File: config.mk
export PLATFORM = sky130hd
export DESIGN_NAME = intr_present_unit
export DESIGN_NICKNAME = d
export VERILOG_FILES = /design/src/rtl/ipu_pkg.sv /design/src/rtl/ipu_offer_eval.sv /design/src/rtl/ipu_ctrl.sv /design/src/rtl/intr_present_unit.sv
export SDC_FILE = /design/constraint.sdc
export NUM_CORES = 1
export LEC_CHECK = 0
export BUFFER_PORTS_ARGS = -buffer_cell sky130_fd_sc_hd__buf_4
export CORE_UTILIZATION = 25
export CTS_BUF_LIST = sky130_fd_sc_hd__clkbuf_4 sky130_fd_sc_hd__clkbuf_8
export CTS_CLUSTER_SIZE = 16
export DETAILED_ROUTE_END_ITERATION = 16
export PLACE_DENSITY_LB_ADDON = 0.15
export SYNTH_ARGS = -nofsm -noshare
export SYNTH_HDL_FRONTEND = slang
export SYNTH_SLANG_ARGS = --single-unit
File: constraint.sdc
create_clock -name clk -period 7.2 [get_ports clk]
set_input_delay 0.36 -clock clk [delete_from_list [all_inputs] [get_ports clk]]
set_output_delay 0.36 -clock clk [all_outputs]
set_load 0.01 [all_outputs]
File: src/rtl/ipu_pkg.sv
package ipu_pkg;

    typedef enum logic [1:0] {
        OP_SET_PRIO = 2'd0,
        OP_SET_IPI  = 2'd1,
        OP_ACCEPT   = 2'd2,
        OP_EOI      = 2'd3
    } cpu_op_e;

    typedef enum logic [1:0] {
        RQ_NONE   = 2'd0,
        RQ_REJECT = 2'd1,
        RQ_EOI    = 2'd2,
        RQ_RESEND = 2'd3
    } req_kind_e;

    typedef enum logic [1:0] {
        ST_IDLE,
        ST_LATCH,
        ST_IPI_CHECK,
        ST_RESEND
    } state_e;

    typedef enum logic [3:0] {
        ACT_NONE,
        ACT_OFFER_REJ,
        ACT_OFFER_TAKE,
        ACT_OFFER_DISP,
        ACT_PRIO_DROP,
        ACT_PRIO_SET,
        ACT_IPI_WR,
        ACT_ACCEPT,
        ACT_EOI,
        ACT_IPI_TAKE,
        ACT_IPI_DISP,
        ACT_LATCH,
        ACT_RESEND
    } action_e;

endpackage

File: src/rtl/ipu_offer_eval.sv
module ipu_offer_eval #(
    parameter int PRIO_W = 8
) (
    input  logic [PRIO_W-1:0] cur_prio,
    input  logic [PRIO_W-1:0] pend_prio,
    input  logic              pend_live,
    input  logic [PRIO_W-1:0] cand_prio,
    output logic              take,
    output logic              displace
);
    logic beats_cpu;
    logic blocked;

    always_comb begin
        beats_cpu = cand_prio < cur_prio;
        blocked   = pend_live && (pend_prio <= cand_prio);
        take      = beats_cpu && !blocked;
        displace  = take && pend_live;
    end
endmodule

File: src/rtl/ipu_ctrl.sv
module ipu_ctrl
    import ipu_pkg::*;
(
    input  logic    clk,
    input  logic    rst_n,
    input  logic    cpu_op_valid,
    input  cpu_op_e cpu_op,
    input  logic    offer_valid,
    input  logic    offer_take,
    input  logic    offer_disp,
    input  logic    ipi_take,
    input  logic    ipi_disp,
    input  logic    prio_more_fav,
    input  logic    prio_drop,
    output action_e action,
    output logic    cpu_ready,
    output logic    offer_ready
);
    state_e state_q, state_d;
    logic   resend_q, resend_d;

    always_ff @(posedge clk or negedge rst_n) begin
        if (!rst_n) begin
            state_q  <= ST_IDLE;
            resend_q <= 1'b0;
        end else begin
            state_q  <= state_d;
            resend_q <= resend_d;
        end
    end

    always_comb begin
        state_d     = state_q;
        resend_d    = resend_q;
        action      = ACT_NONE;
        cpu_ready   = (state_q == ST_IDLE);
        offer_ready = (state_q == ST_IDLE) && !cpu_op_valid;
        unique case (state_q)
            ST_IDLE: begin
                if (cpu_op_valid) begin
                    unique case (cpu_op)
                        OP_SET_PRIO: begin
                            if (prio_more_fav) begin
                                action = prio_drop ? ACT_PRIO_DROP : ACT_PRIO_SET;
                            end else begin
                                action   = ACT_PRIO_SET;
                                state_d  = ST_IPI_CHECK;
                                resend_d = 1'b1;
                            end
                        end
                        OP_SET_IPI: begin
                            action   = ACT_IPI_WR;
                            state_d  = ST_IPI_CHECK;
                            resend_d = 1'b0;
                        end
                        OP_ACCEPT: action = ACT_ACCEPT;
                        OP_EOI: begin
                            action   = ACT_EOI;
                            state_d  = ST_IPI_CHECK;
                            resend_d = 1'b1;
                        end
                    endcase
                end else if (offer_valid) begin
                    if (!offer_take) begin
                        action = ACT_OFFER_REJ;
                    end else if (offer_disp) begin
                        action   = ACT_OFFER_DISP;
                        state_d  = ST_LATCH;
                        resend_d = 1'b0;
                    end else begin
                        action = ACT_OFFER_TAKE;
                    end
                end
            end
            ST_IPI_CHECK: begin
                if (ipi_take && ipi_disp) begin
                    action  = ACT_IPI_DISP;
                    state_d = ST_LATCH;
                end else begin
                    action  = ipi_take ? ACT_IPI_TAKE : ACT_NONE;
                    state_d = resend_q ? ST_RESEND : ST_IDLE;
                end
            end
            ST_LATCH: begin
                action  = ACT_LATCH;
                state_d = resend_q ? ST_RESEND : ST_IDLE;
            end
            ST_RESEND: begin
                action  = ACT_RESEND;
                state_d = ST_IDLE;
            end
        endcase
    end
endmodule

File: src/rtl/intr_present_unit.sv
module intr_present_unit
    import ipu_pkg::*;
#(
    parameter int SRC_W   = 24,
    parameter int PRIO_W  = 8,
    parameter int IPI_SRC = 2
) (
    input  logic                      clk,
    input  logic                      rst_n,
    input  logic                      offer_valid,
    input  logic [SRC_W-1:0]          offer_src,
    input  logic [PRIO_W-1:0]         offer_prio,
    output logic                      offer_ready,
    input  logic                      cpu_op_valid,
    input  logic [1:0]                cpu_op,
    input  logic [SRC_W+PRIO_W-1:0]   cpu_wdata,
    output logic                      cpu_ready,
    output logic [SRC_W+PRIO_W-1:0]   cpu_rdata,
    output logic                      irq_out,
    output logic                      req_valid,
    output logic [1:0]                req_kind,
    output logic [SRC_W-1:0]          req_num
);
    localparam int REG_W = SRC_W + PRIO_W;
    localparam logic [PRIO_W-1:0] PRIO_NONE = {PRIO_W{1'b1}};
    localparam logic [SRC_W-1:0]  SRC_NONE  = '0;
    localparam logic [SRC_W-1:0]  SRC_IPI   = SRC_W'(IPI_SRC);

    logic [PRIO_W-1:0] cppr_q, pend_q, mfrr_q, hold_prio_q;
    logic [SRC_W-1:0]  src_q, hold_src_q, req_num_q;
    logic [REG_W-1:0]  rdata_q;
    logic              irq_q, req_valid_q;
    req_kind_e         req_kind_q;

    logic [PRIO_W-1:0] wr_prio;
    logic [SRC_W-1:0]  wr_src;
    logic              pend_live;
    logic              offer_take, offer_disp, ipi_take, ipi_disp;
    logic              prio_more_fav, prio_drop;
    action_e           action;

    always_comb begin
        wr_prio       = cpu_wdata[REG_W-1 -: PRIO_W];
        wr_src        = cpu_wdata[SRC_W-1:0];
        pend_live     = (src_q != SRC_NONE);
        prio_more_fav = wr_prio < cppr_q;
        prio_drop     = pend_live && (wr_prio <= pend_q);
    end

    ipu_offer_eval #(.PRIO_W(PRIO_W)) u_offer_eval (
        .cur_prio  (cppr_q),
        .pend_prio (pend_q),
        .pend_live (pend_live),
        .cand_prio (offer_prio),
        .take      (offer_take),
        .displace  (offer_disp)
    );

    ipu_offer_eval #(.PRIO_W(PRIO_W)) u_ipi_eval (
        .cur_prio  (cppr_q),
        .pend_prio (pend_q),
        .pend_live (pend_live),
        .cand_prio (mfrr_q),
        .take      (ipi_take),
        .displace  (ipi_disp)
    );

    ipu_ctrl u_ctrl (
        .clk           (clk),
        .rst_n         (rst_n),
        .cpu_op_valid  (cpu_op_valid),
        .cpu_op        (cpu_op_e'(cpu_op)),
        .offer_valid   (offer_valid),
        .offer_take    (offer_take),
        .offer_disp    (offer_disp),
        .ipi_take      (ipi_take),
        .ipi_disp      (ipi_disp),
        .prio_more_fav (prio_more_fav),
        .prio_drop     (prio_drop),
        .action        (action),
        .cpu_ready     (cpu_ready),
        .offer_ready   (offer_ready)
    );

    always_ff @(posedge clk or negedge rst_n) begin
        if (!rst_n) begin
            cppr_q      <= '0;
            src_q       <= SRC_NONE;
            pend_q      <= PRIO_NONE;
            mfrr_q      <= PRIO_NONE;
            hold_src_q  <= SRC_NONE;
            hold_prio_q <= PRIO_NONE;
            irq_q       <= 1'b0;
            rdata_q     <= '0;
            req_valid_q <= 1'b0;
            req_kind_q  <= RQ_NONE;
            req_num_q   <= '0;
        end else begin
            req_valid_q <= 1'b0;
            req_kind_q  <= RQ_NONE;
            req_num_q   <= '0;
            unique case (action)
                ACT_NONE: ;
                ACT_OFFER_REJ: begin
                    req_valid_q <= 1'b1;
                    req_kind_q  <= RQ_REJECT;
                    req_num_q   <= offer_src;
                end
                ACT_OFFER_TAKE: begin
                    src_q  <= offer_src;
                    pend_q <= offer_prio;
                    irq_q  <= 1'b1;
                end
                ACT_OFFER_DISP: begin
                    req_valid_q <= 1'b1;
                    req_kind_q  <= RQ_REJECT;
                    req_num_q   <= src_q;
                    hold_src_q  <= offer_src;
                    hold_prio_q <= offer_prio;
                end
                ACT_PRIO_DROP: begin
                    cppr_q      <= wr_prio;
                    req_valid_q <= 1'b1;
                    req_kind_q  <= RQ_REJECT;
                    req_num_q   <= src_q;
                    src_q       <= SRC_NONE;
                    pend_q      <= PRIO_NONE;
                    irq_q       <= 1'b0;
                end
                ACT_PRIO_SET: cppr_q <= wr_prio;
                ACT_IPI_WR:   mfrr_q <= cpu_wdata[PRIO_W-1:0];
                ACT_ACCEPT: begin
                    rdata_q <= {cppr_q, src_q};
                    irq_q   <= 1'b0;
                    cppr_q  <= pend_q;
                    src_q   <= SRC_NONE;
                    pend_q  <= PRIO_NONE;
                end
                ACT_EOI: begin
                    cppr_q      <= wr_prio;
                    req_valid_q <= 1'b1;
                    req_kind_q  <= RQ_EOI;
                    req_num_q   <= wr_src;
                end
                ACT_IPI_TAKE: begin
                    src_q  <= SRC_IPI;
                    pend_q <= mfrr_q;
                    irq_q  <= 1'b1;
                end
                ACT_IPI_DISP: begin
                    req_valid_q <= 1'b1;
                    req_kind_q  <= RQ_REJECT;
                    req_num_q   <= src_q;
                    hold_src_q  <= SRC_IPI;
                    hold_prio_q <= mfrr_q;
                end
                ACT_LATCH: begin
                    src_q  <= hold_src_q;
                    pend_q <= hold_prio_q;
                    irq_q  <= 1'b1;
                end
                ACT_RESEND: begin
                    req_valid_q <= 1'b1;
                    req_kind_q  <= RQ_RESEND;
                end
                default: ;
            endcase
        end
    end

    assign irq_out   = irq_q;
    assign cpu_rdata = rdata_q;
    assign req_valid = req_valid_q;
    assign req_kind  = req_kind_q;
    assign req_num   = req_num_q;
endmodule

==> results.md, run 1 <==
* Post-Place Setup Slack at 2250 ps
* Initial antenna violation count at 0
* Number of CTS-inserted buffers at 17
* Post-Syn Area per Cell at 10.1 µm²
* Hold Path Class: primary input to register
* Endpoints failing setup at 0
* Antenna Nets Post-Route at 0
* Drt pass-1 iters at 4
* CP Launch Type: register
* Number of buffers and inverters on the critical path at 2
* Cell area after synthesis at 7800 µm²
* Clk slew on worst S/H paths at 90 ps
* Wire per inst at 20.0 µm
* Nets at 1,008
* Critical path required time at 7540 ps
* Antenna Cells at 0
* Reg2reg setup slack at 2270 ps
* CTS Sinks at 143
* Maxcap violations at 0
* Via count at 6,404
* LEAKAGE at 4.62 nW
* CP cell instances: inv_1, ha_1, and4b_1, a211oi_1, o22ai_1, o211a_1, or3_1, buf_4, a32oi_1, nand3_2, mux2_1
* Final wirelength at 26,000 µm
* YS warnings at 0
* Crit path max-delay cell type: a32oi_1
* IO Count at 132
* Via density per instance at 4.94
* TNS Setup at 0 ps
* Maximum vdd drop at 0.153 mV
* Final Worst Setup Slack at 2270 ps
* Worst Hold Path EP: mfrr_q[4]
* Post-synthesis register bit count at 143
* Top FF cell, synth: dfrtp_1
* Gr usage total at 16.7%
* Area Growth Syn to Fin at 22.9%
* Initial core utilization at 25.4%
* Hold Crit Start: cpu_wdata[4]
* Layout cells sized above 1 at 26.6%
* Die W at 179 µm
* First-pass GRT wire length at 39,700 µm
* Layout Skew at 16.6 ps
* Status: completed
* Crit path max-delay family: compound AO/OA/AOI/OAI gates
* Slew Limit Fails at 0
* Worst skew pair latency at 470 ps
* Fillers at 3,204
* Max Buffers Root-to-Sink at 2
* DRT iter0 DRCs at 372
* Critical Path Start: mfrr_q[3]
* Buffers on Ports at 131
* Clk root buf: clkbuf_8
* CTS HTree Levels at 4
* Endpoints failing hold at 0
* Period utilization at 68.5%
* Crit path max fanout at 34
* Worst Setup End Kind: register
* RR Endpoint: src_q[4]
* Sequential cell area at 3610 µm²
* Arr. time, crit path at 5280 ps
* GP Congestion at 0.778
* Worst r2r src: mfrr_q[3]
* Worst hold stages at 3
* FF-to-FF path depth at 11
* Most frequent cells in the layout: buf_4, dfrtp_1, nand2_1
* TritonCTS clock tree: built
* Core Util, Final at 31.3%
* Seq/Total Area, Yosys at 46.2%
* Number of different library cells in the post-synthesis netlist at 60
* Worst slew pin tran at 1100 ps
* Gate Count Post-Synth at 775
* Core area at 30,700 µm²
* Fin crit period at 4930 ps
* EDFF count, synth at 0
* Multi-input combinational cell area at 3800 µm²
* Relative slew slack at 26.7%
* Residual DRC at 0
* Async set-reset flop share out of synthesis at 100%
* HPWL Detailed at 18,100 µm
* CP peak stage delay at 860 ps
* Vias in the first global route at 6,483
* FP Rows at 64
* RSZ-0062 raised after global routing: no
* Commonest non-fill, non-tap cell in the layout: buf_4
* Setup Crit Path Kind: register to register
* Syn_nets at 895
* Full die area at 31,900 µm²
* Total congestion overflow at 0
* Chip height at 179 µm
* Pin count of the biggest net entering global routing at 85
* Power density over the cells at 466 nW/µm²
* FMAX at 0.203 GHz
[state kept, by name (all words and copies together), names as in the netlist, 8 cells and up]
name	flops
cpu_rdata	32
hold_src_q	24
req_num	24
src_q	24
cppr_q	8
hold_prio_q	8
mfrr_q	8
pend_q	8
[worst max path at each step]
| stage | cells past startpoint | slack [ps] | to |
|---|---|---|---|
| after detailed placement | 11 | 2250 | src_q[4] |
| after floorplan | 11 | 3940 | src_q[0] |
| after CTS | 11 | 2240 | src_q[4] |
| after global placement | 11 | 2270 | src_q[13] |
| final | 11 | 2270 | src_q[4] |
| after global routing | 10 | 1880 | src_q[4] |
[cell type report]
type	count	area share, %
inverters	58	2.27
flip-flops and latches	143	37.6
repair buffers	146	11.5
clock inverters	15	1.32
well taps	396	5.17
multi-input cells	522	39.7
clock buffers	17	2.44
[per-layer routing]
layer	global-route usage (%)	vias up	wire length, µm
met4	4.77	0	362
met2	27.3	133	12600
met5	0	-	0
li1	-	3065	-
met3	2.84	22	836
met1	22.6	3184	12200
[cell usage after synthesis (2+ instances only)]
cell | count | area, µm²
o211a_1 | 2 | 20.0
dfrtp_1 | 119 | 2980
a22o_1 | 32 | 280
a21o_1 | 11 | 82.6
clkbuf_1 | 38 | 143
and2_1 | 24 | 150
nor2b_1 | 4 | 25.0
and3_1 | 3 | 18.8
buf_4 | 2 | 15.0
nor3_2 | 3 | 30.0
o21ai_0 | 39 | 195
or3_1 | 5 | 31.3
nand2_1 | 104 | 390
a221o_1 | 26 | 260
inv_1 | 58 | 218
or2_2 | 2 | 12.5
o21a_1 | 3 | 22.5
ha_1 | 50 | 626
nand2b_1 | 4 | 25.0
mux2_1 | 6 | 67.6
buf_2 | 9 | 45.0
o21ai_1 | 2 | 10.0
a211oi_1 | 7 | 52.6
mux2i_1 | 14 | 140
nor3_1 | 8 | 40.0
dfstp_2 | 24 | 631
nand4_1 | 34 | 213
nor4_1 | 11 | 68.8
o211ai_1 | 2 | 15.0
a2bb2oi_1 | 8 | 70.1
nor2_1 | 16 | 60.1
mux2_2 | 18 | 203
o41ai_1 | 23 | 201
buf_6 | 3 | 33.8
o31ai_1 | 2 | 15.0
a21oi_1 | 27 | 135
nand3_1 | 9 | 45.0
[report_power, final]
part / switching, mW / internal [mW]
clock: 0.374 / 0.249
combinational: 1.33 / 1.01
sequential: 0.290 / 1.21
total: 1.99 / 2.47
[kinds of logic after synthesis]
logic type / Yosys count / share of synthesized area, %
AND/OR/NAND/NOR: 236 / 15.3
multiplexers: 38 / 5.26
AO/OA/AOI/OAI: 198 / 19.3
adder cells (fa/ha/maj): 50 / 8.02
buffers and inverters: 110 / 5.82
flip-flops: 143 / 46.2
[worst register-to-register path: stages (launching register included)]
cell	delay (ps)
dfstp_2	580
inv_1	70
ha_1	310
and4b_1	200
a211oi_1	270
o22ai_1	230
o211a_1	300
or3_1	340
buf_4	280
a32oi_1	870
nand3_2	790
mux2_1	580
[repair_timing]
action                    in CTS  in global routing
hold endpoints to repair      36                  0
hold buffers                   1                  0
gates resized for setup        0                  0
setup buffers                  0                  0
[metrics by stage]
step                      instance area, µm²  power, mW  hold slack, ps  cells
after floorplan                         7800       3.03            64.4    775
after global placement                  9220       3.85             467   1264
after detailed placement                9220       3.87             472   1264
after CTS                               9590       4.51            96.4   1297
after global routing                    9590       4.82             103   1297
final                                   9590       4.46             114   1297
Note: power is estimated with default switching activity, not from simulation.
==> run 2, diff against run 1 <==
- clock period: 7.2 -> 5 ns (I/O delays scaled with it)
==> results.md, run 2 (synthesis gave the netlist of run 1 again) <==
* Max Buffers Root-to-Sink at 2 (unchanged)
* Maxcap violations at 0 (unchanged)
* Status: completed
* Wire per inst at 20.0 µm (-0.36%)
* Maximum vdd drop at 0.381 mV (+150%)
* Layout cells sized above 1 at 27.4% (+0.81 points)
* Number of CTS-inserted buffers at 17 (unchanged)
* CP Launch Type: register
* Worst r2r src: cppr_q[2]
* Arr. time, crit path at 4420 ps (-860 ps)
* Critical path required time at 5330 ps (-2210 ps)
* Most frequent cells in the layout: buf_4, dfrtp_1, nand2_1
* Power density over the cells at 683 nW/µm² (+47%)
* GP Congestion at 0.814 (+4.7%)
* Relative slew slack at 31.1% (+4.4 points)
* First-pass GRT wire length at 40,600 µm (+2.2%)
* Fin crit period at 4100 ps (-838 ps)
* CP peak stage delay at 630 ps (-230 ps)
* Drt pass-1 iters at 4 (unchanged)
* Slew Limit Fails at 0 (unchanged)
* Chip height at 179 µm (unchanged)
* Layout Skew at 16.7 ps (+0.136 ps)
* Endpoints failing setup at 0 (unchanged)
* CTS Sinks at 143 (unchanged)
* Initial core utilization at 25.4% (unchanged)
* Worst Hold Path EP: hold_src_q[13]
* LEAKAGE at 4.71 nW (+2.1%)
* Setup Crit Path Kind: register to register
* IO Count at 132 (unchanged)
* FMAX at 0.244 GHz (+20%)
* Max reg flops at 32 (unchanged)
* CP cell instances: inv_1, ha_1, a211oi_2, o21ai_1, a2111oi_2, and4bb_1, nor4_4, buf_4, a32oi_1, nand3_2, mux2_1
* Worst hold stages at 2 (-1)
* HPWL Detailed at 18,700 µm (+3.4%)
* Period utilization at 81.9% (+13 points)
* Nets at 1,018 (+0.99%)
* Via count at 6,534 (+2.0%)
* Residual DRC at 0 (unchanged)
* CTS HTree Levels at 4 (unchanged)
* Hold Path Class: primary input to register
* Antenna Cells at 0 (unchanged)
* Hold Crit Start: offer_src[13]
* FF-to-FF path depth at 11 (unchanged)
* Pin count of the biggest net entering global routing at 55 (-35%)
* Antenna Nets Post-Route at 0 (unchanged)
* Final wirelength at 26,100 µm (+0.41%)
* Power Total at 6.65 mW (+49%)
* DRT iter0 DRCs at 363 (-2.4%)
* Worst skew pair latency at 450 ps (-20 ps)
* Reg2reg setup slack at 900 ps (-1360 ps)
* Worst slew pin tran at 1030 ps (-65.8 ps)
* Setup bufs post-CTS at 0 (unchanged)
* Post-Place Setup Slack at 836 ps (-1420 ps)
* Crit path max fanout at 33 (-2.9%)
* Final Worst Setup Slack at 904 ps (-1360 ps)
* Die W at 179 µm (unchanged)
* Clk slew on worst S/H paths at 100 ps (about the same)
* Initial antenna violation count at 0 (unchanged)
* Commonest non-fill, non-tap cell in the layout: buf_4
* Gr usage total at 17.0% (+0.26 points)
* Endpoints failing hold at 0 (unchanged)
* RR Endpoint: src_q[4]
* Core area at 30,700 µm² (unchanged)
* FP Rows at 64 (unchanged)
* Area Growth Syn to Fin at 24.9%
* Via density per instance at 5.00 (+1.2%)
* Total congestion overflow at 0 (unchanged)
* Worst Setup End Kind: register
* Full die area at 31,900 µm² (unchanged)
* Clk root buf: clkbuf_8
* Vias in the first global route at 6,593 (+1.7%)
* Fillers at 3,178 (-0.81%)
* RSZ-0062 raised after global routing: no
* TritonCTS clock tree: built
* Buffers on Ports at 131 (unchanged)
* TNS Setup at 0 ps (unchanged)
* Crit path max-delay cell type: a2111oi_2
run 2: cell types whose count changed in the layout (fill, tap and decap cells not counted), sizes merged:
cell,previous run,this run
bufinv,0,3
clkinvlp,4,1
clkbuf,17,19
clkinv,3,4
inv,66,63
buf,145,155
run 2: worst max-delay path by stage:
stage | startpoint | end | slack [ps]
floorplan | mfrr_q[2] | src_q[0] | 1740
global placement | cppr_q[2] | src_q[4] | 840
detailed placement | cppr_q[2] | src_q[11] | 840
CTS | cppr_q[2] | src_q[18] | 820
global route | cppr_q[5] | src_q[17] | 600
finish | cppr_q[2] | src_q[4] | 900
run 2: cell type report:
class | count | area, µm² | area share [%]
clock buffers | 19 | 262 | 2.68
clock inverters | 13 | 174 | 1.78
well taps | 396 | 495 | 5.08
flip-flops and latches | 143 | 3610 | 37.0
repair buffers | 156 | 1190 | 12.2
multi-input cells | 522 | 3800 | 39.0
inverters | 58 | 218 | 2.23
run 2: metal layers:
layer	wire length (µm)	share of wire [%]	GRT usage, %
met1	12300	47	23.3
met2	12500	48	27.7
met3	1010	3.9	2.71
met4	293	1.1	4.17
met5	0	0	0
run 2: worst max-delay path, delay by kind of cell, from the launching register on:
family / cells / cell delay [ps]
AO/OA/AOI/OAI: 4 / 1200
AND/OR/NAND/NOR: 3 / 1110
multiplexers: 1 / 540
buffers and inverters: 2 / 440
flip-flops: 1 / 380
adder cells (fa/ha/maj): 1 / 280
run 2: power by group:
group	internal (mW)	switching, mW	leakage, nW	total (mW)
combinational	1.51	1.94	2.72	3.45
clock	0.532	0.511	0.221	1.04
sequential	1.74	0.421	1.77	2.17
total	3.78	2.87	4.71	6.65
run 2: what timing repair did:
| action | in CTS | in global routing |
|---|---|---|
| endpoints found under the hold margin | 32 | 0 |
| resized for setup | 0 | 0 |
| hold buffers | 1 | 0 |
| setup endpoints to repair | 0 | 0 |
run 2: per-stage QoR:
step	instances	utilization, %	hold slack, ps	cell area, µm²
2_1_floorplan	775	-	-45.6	7800
3_3_place_gp	1274	30.3	207	9300
3_5_place_dp	1274	30.3	207	9300
4_1_cts	1307	31.8	6.50	9750
5_1_grt	1307	31.8	12.6	9750
6_report	1307	31.8	45.0	9750
==> run 3, diff against run 2 <==
- ABC_AREA: unset -> 1
- clock period: 5 -> 3.4 ns (I/O delays scaled with it)
==> results.md, run 3 <==
* Maxcap violations at 0 (unchanged)
* Drt pass-1 iters at 5 (+1)
* Most frequent cells in the layout: nand2_1, buf_4, dfrtp_1
* FP Rows at 65 (+1.6%)
* Post-Place Setup Slack at 150 ps (-685 ps)
* Via count at 7,143 (+9.3%)
* Post-synthesis register bit count at 143 (unchanged)
* Layout Skew at 27.3 ps (+10.5 ps)
* Status: completed
* Core area at 31,600 µm² (+2.9%)
* Initial antenna violation count at 0 (unchanged)
* Max Buffers Root-to-Sink at 2 (unchanged)
* EDFF count, synth at 0 (unchanged)
* Worst slew pin tran at 805 ps (-229 ps)
* Clk slew on worst S/H paths at 110 ps (about the same)
* Endpoints failing setup at 0 (unchanged)
* Nets at 1,306 (+28%)
* Fin Hold WS at 16.7 ps (-28.3 ps)
* Vias in the first global route at 7,224 (+9.6%)
* Power density over the cells at 923 nW/µm² (+35%)
* Wire per inst at 16.8 µm (-16%)
* FMAX at 0.322 GHz (+32%)
* Buffers on Ports at 131 (unchanged)
* Commonest cells in the netlist: nand2_1, dfrtp_1, inv_1
* LEAKAGE at 5.35 nW (+13%)
* Cell area after synthesis at 8010 µm² (+2.6%)
* Seq/Total Area, Yosys at 45.0% (-1.2 points)
* Final Worst Setup Slack at 298 ps (-605 ps)
* DRT iter0 DRCs at 370 (+1.9%)
* Max reg flops at 32 (unchanged)
* Period utilization at 91.2% (+9.3 points)
* CTS Sinks at 143 (unchanged)
* Crit path max fanout at 9 (-73%)
* Post-Syn Area per Cell at 7.95 µm² (-21%)
* Number of CTS-inserted buffers at 17 (unchanged)
* Slew Limit Fails at 0 (unchanged)
* Number of different library cells in the post-synthesis netlist at 38 (-37%)
* Area contributors post-synth: dfrtp_1, nand2_1, dfstp_2
* Maximum vdd drop at 0.321 mV (-16%)
* CP Launch Type: register
* Full die area at 32,800 µm² (+2.6%)
* Gr usage total at 17.0% (+0.046 points)
* Worst Setup End Kind: register
* Worst skew pair latency at 470 ps (+20 ps)
* Sequential cell area at 3610 µm² (unchanged)
* Layout cells sized above 1 at 21.4% (-6.0 points)
* TNS Setup at 0 ps (unchanged)
* Most numerous cell in the Yosys netlist: nand2_1
* Clk root buf: clkbuf_8
* Area Growth Syn to Fin at 29.5%
* CTS HTree Levels at 4 (unchanged)
* Post-DP Area at 9460 µm² (+1.7%)
* Top cell type by total area after synthesis: dfrtp_1
* Async set-reset flop share out of synthesis at 100% (unchanged)
* Top FF cell, synth: dfrtp_1
* HPWL Detailed at 19,400 µm (+3.7%)
* Pin count of the biggest net entering global routing at 78 (+42%)
* Syn_nets at 1,128 (+26%)
* Fillers at 3,427 (+7.8%)
* Multi-input combinational cell area at 3770 µm² (-0.66%)
* Final wirelength at 26,800 µm (+2.9%)
* YS warnings at 0 (unchanged)
* Power Total at 9.57 mW (+44%)
* Critical path required time at 3780 ps (-1550 ps)
* Synth top area share at 37.2% (-0.98 points)
* Commonest non-fill, non-tap cell in the layout: nand2_1
* Residual DRC at 0 (unchanged)
* Antenna Nets Post-Route at 0 (unchanged)
* GP Congestion at 0.776 (-4.7%)
* Setup Crit Path Kind: register to register
* Initial core utilization at 25.4% (-0.060 points)
* Gate Count Post-Synth at 1,008 (+30%)
* Endpoints failing hold at 0 (unchanged)
* TritonCTS clock tree: built
* RSZ-0062 raised after global routing: no
* Total congestion overflow at 0 (unchanged)
* IO Count at 132 (unchanged)
* Arr. time, crit path at 3490 ps (-930 ps)
* Relative slew slack at 46.4% (+15 points)
* Via density per instance at 4.46 (-11%)
* Final instance area at 10,400 µm² (+6.4%)
* Antenna Cells at 0 (unchanged)
* Die W at 181 µm (+1.3%)
* Hold Path Class: primary input to register
* First-pass GRT wire length at 42,700 µm (+5.4%)
* Chip height at 181 µm (+1.3%)
* Fin crit period at 3100 ps (-995 ps)
-- run 3: timing repair --
| item | CTS | global route |
|---|---|---|
| hold endpoints to repair | 120 | 0 |
| gates resized for setup | 0 | 5 |
| hold buffers | 45 | 0 |
| endpoints found under the setup margin | 0 | 97 |
| setup buffers | 0 | 1 |
-- run 3: critical path: stages (launching register included) --
cell      delay [ps]
dfstp_2          590
inv_1             90
ha_1             290
nand2_1          100
nor2_1           190
nand2_1          100
a21oi_1          260
nand3_1          140
nor2_1           180
nor2_4           110
nand3_2          180
nand2_2          190
nor2_2           390
nand2_1           90
o211ai_1         120
-- run 3: layout make-up --
type | count | area share [%]
Timing Repair Buffer | 198 | 15.8
Clock buffer | 19 | 2.46
Multi-Input combinational cell | 721 | 36.4
Clock inverter | 13 | 1.77
Tap cell | 402 | 4.85
Inverter | 105 | 3.90
Sequential cell | 143 | 34.8
-- run 3: cell families after synthesis --
family,after synthesis,synth area share [%]
AND/OR/NAND/NOR,553,30.1
buffers and inverters,144,7.89
flip-flops,143,45.0
AO/OA/AOI/OAI,118,9.17
adder cells (fa/ha/maj),50,7.81
-- run 3: metrics by stage --
stage,utilization (%),instances
after floorplan,-,1008
after global placement,30.0,1523
after detailed placement,30.0,1523
after CTS,32.8,1600
after global routing,32.9,1601
final,32.9,1601
-- run 3: path summary, 6_finish.rpt --
| path | startpoint | end | slack, ps | depth (start not counted) |
|---|---|---|---|---|
| setup reg to reg | mfrr_q[6] | cppr_q[5] | 300 | 14 |
| max in group asynchronous | rst_n | hold_prio_q[2] | 2270 | 3 |
| setup / recovery | mfrr_q[6] | cppr_q[5] | 300 | 14 |
| min in group asynchronous | rst_n | cpu_rdata[19] | 330 | 2 |
| hold reg to reg | cpu_rdata[9] | cpu_rdata[9] | 490 | 2 |
| hold / removal | offer_src[6] | hold_src_q[6] | 20 | 3 |
-- run 3: per-layer routing --
| layer | vias up | share of wire, % | track usage [%] |
|---|---|---|---|
| li1 | 3608 | - | - |
| met1 | 3352 | 48 | 23.4 |
| met2 | 164 | 47 | 27.7 |
| met3 | 19 | 4.0 | 2.74 |
| met4 | 0 | 1.5 | 4.47 |
| met5 | - | 0 | 0 |
-- run 3: power breakdown --
| group | total [mW] | switching (mW) | leakage, nW | internal, mW |
|---|---|---|---|---|
| registers | 3.12 | 0.571 | 1.79 | 2.55 |
| clock network | 1.56 | 0.736 | 0.216 | 0.829 |
| logic | 4.88 | 3.07 | 3.34 | 1.81 |
| total | 9.57 | 4.38 | 5.35 | 5.20 |
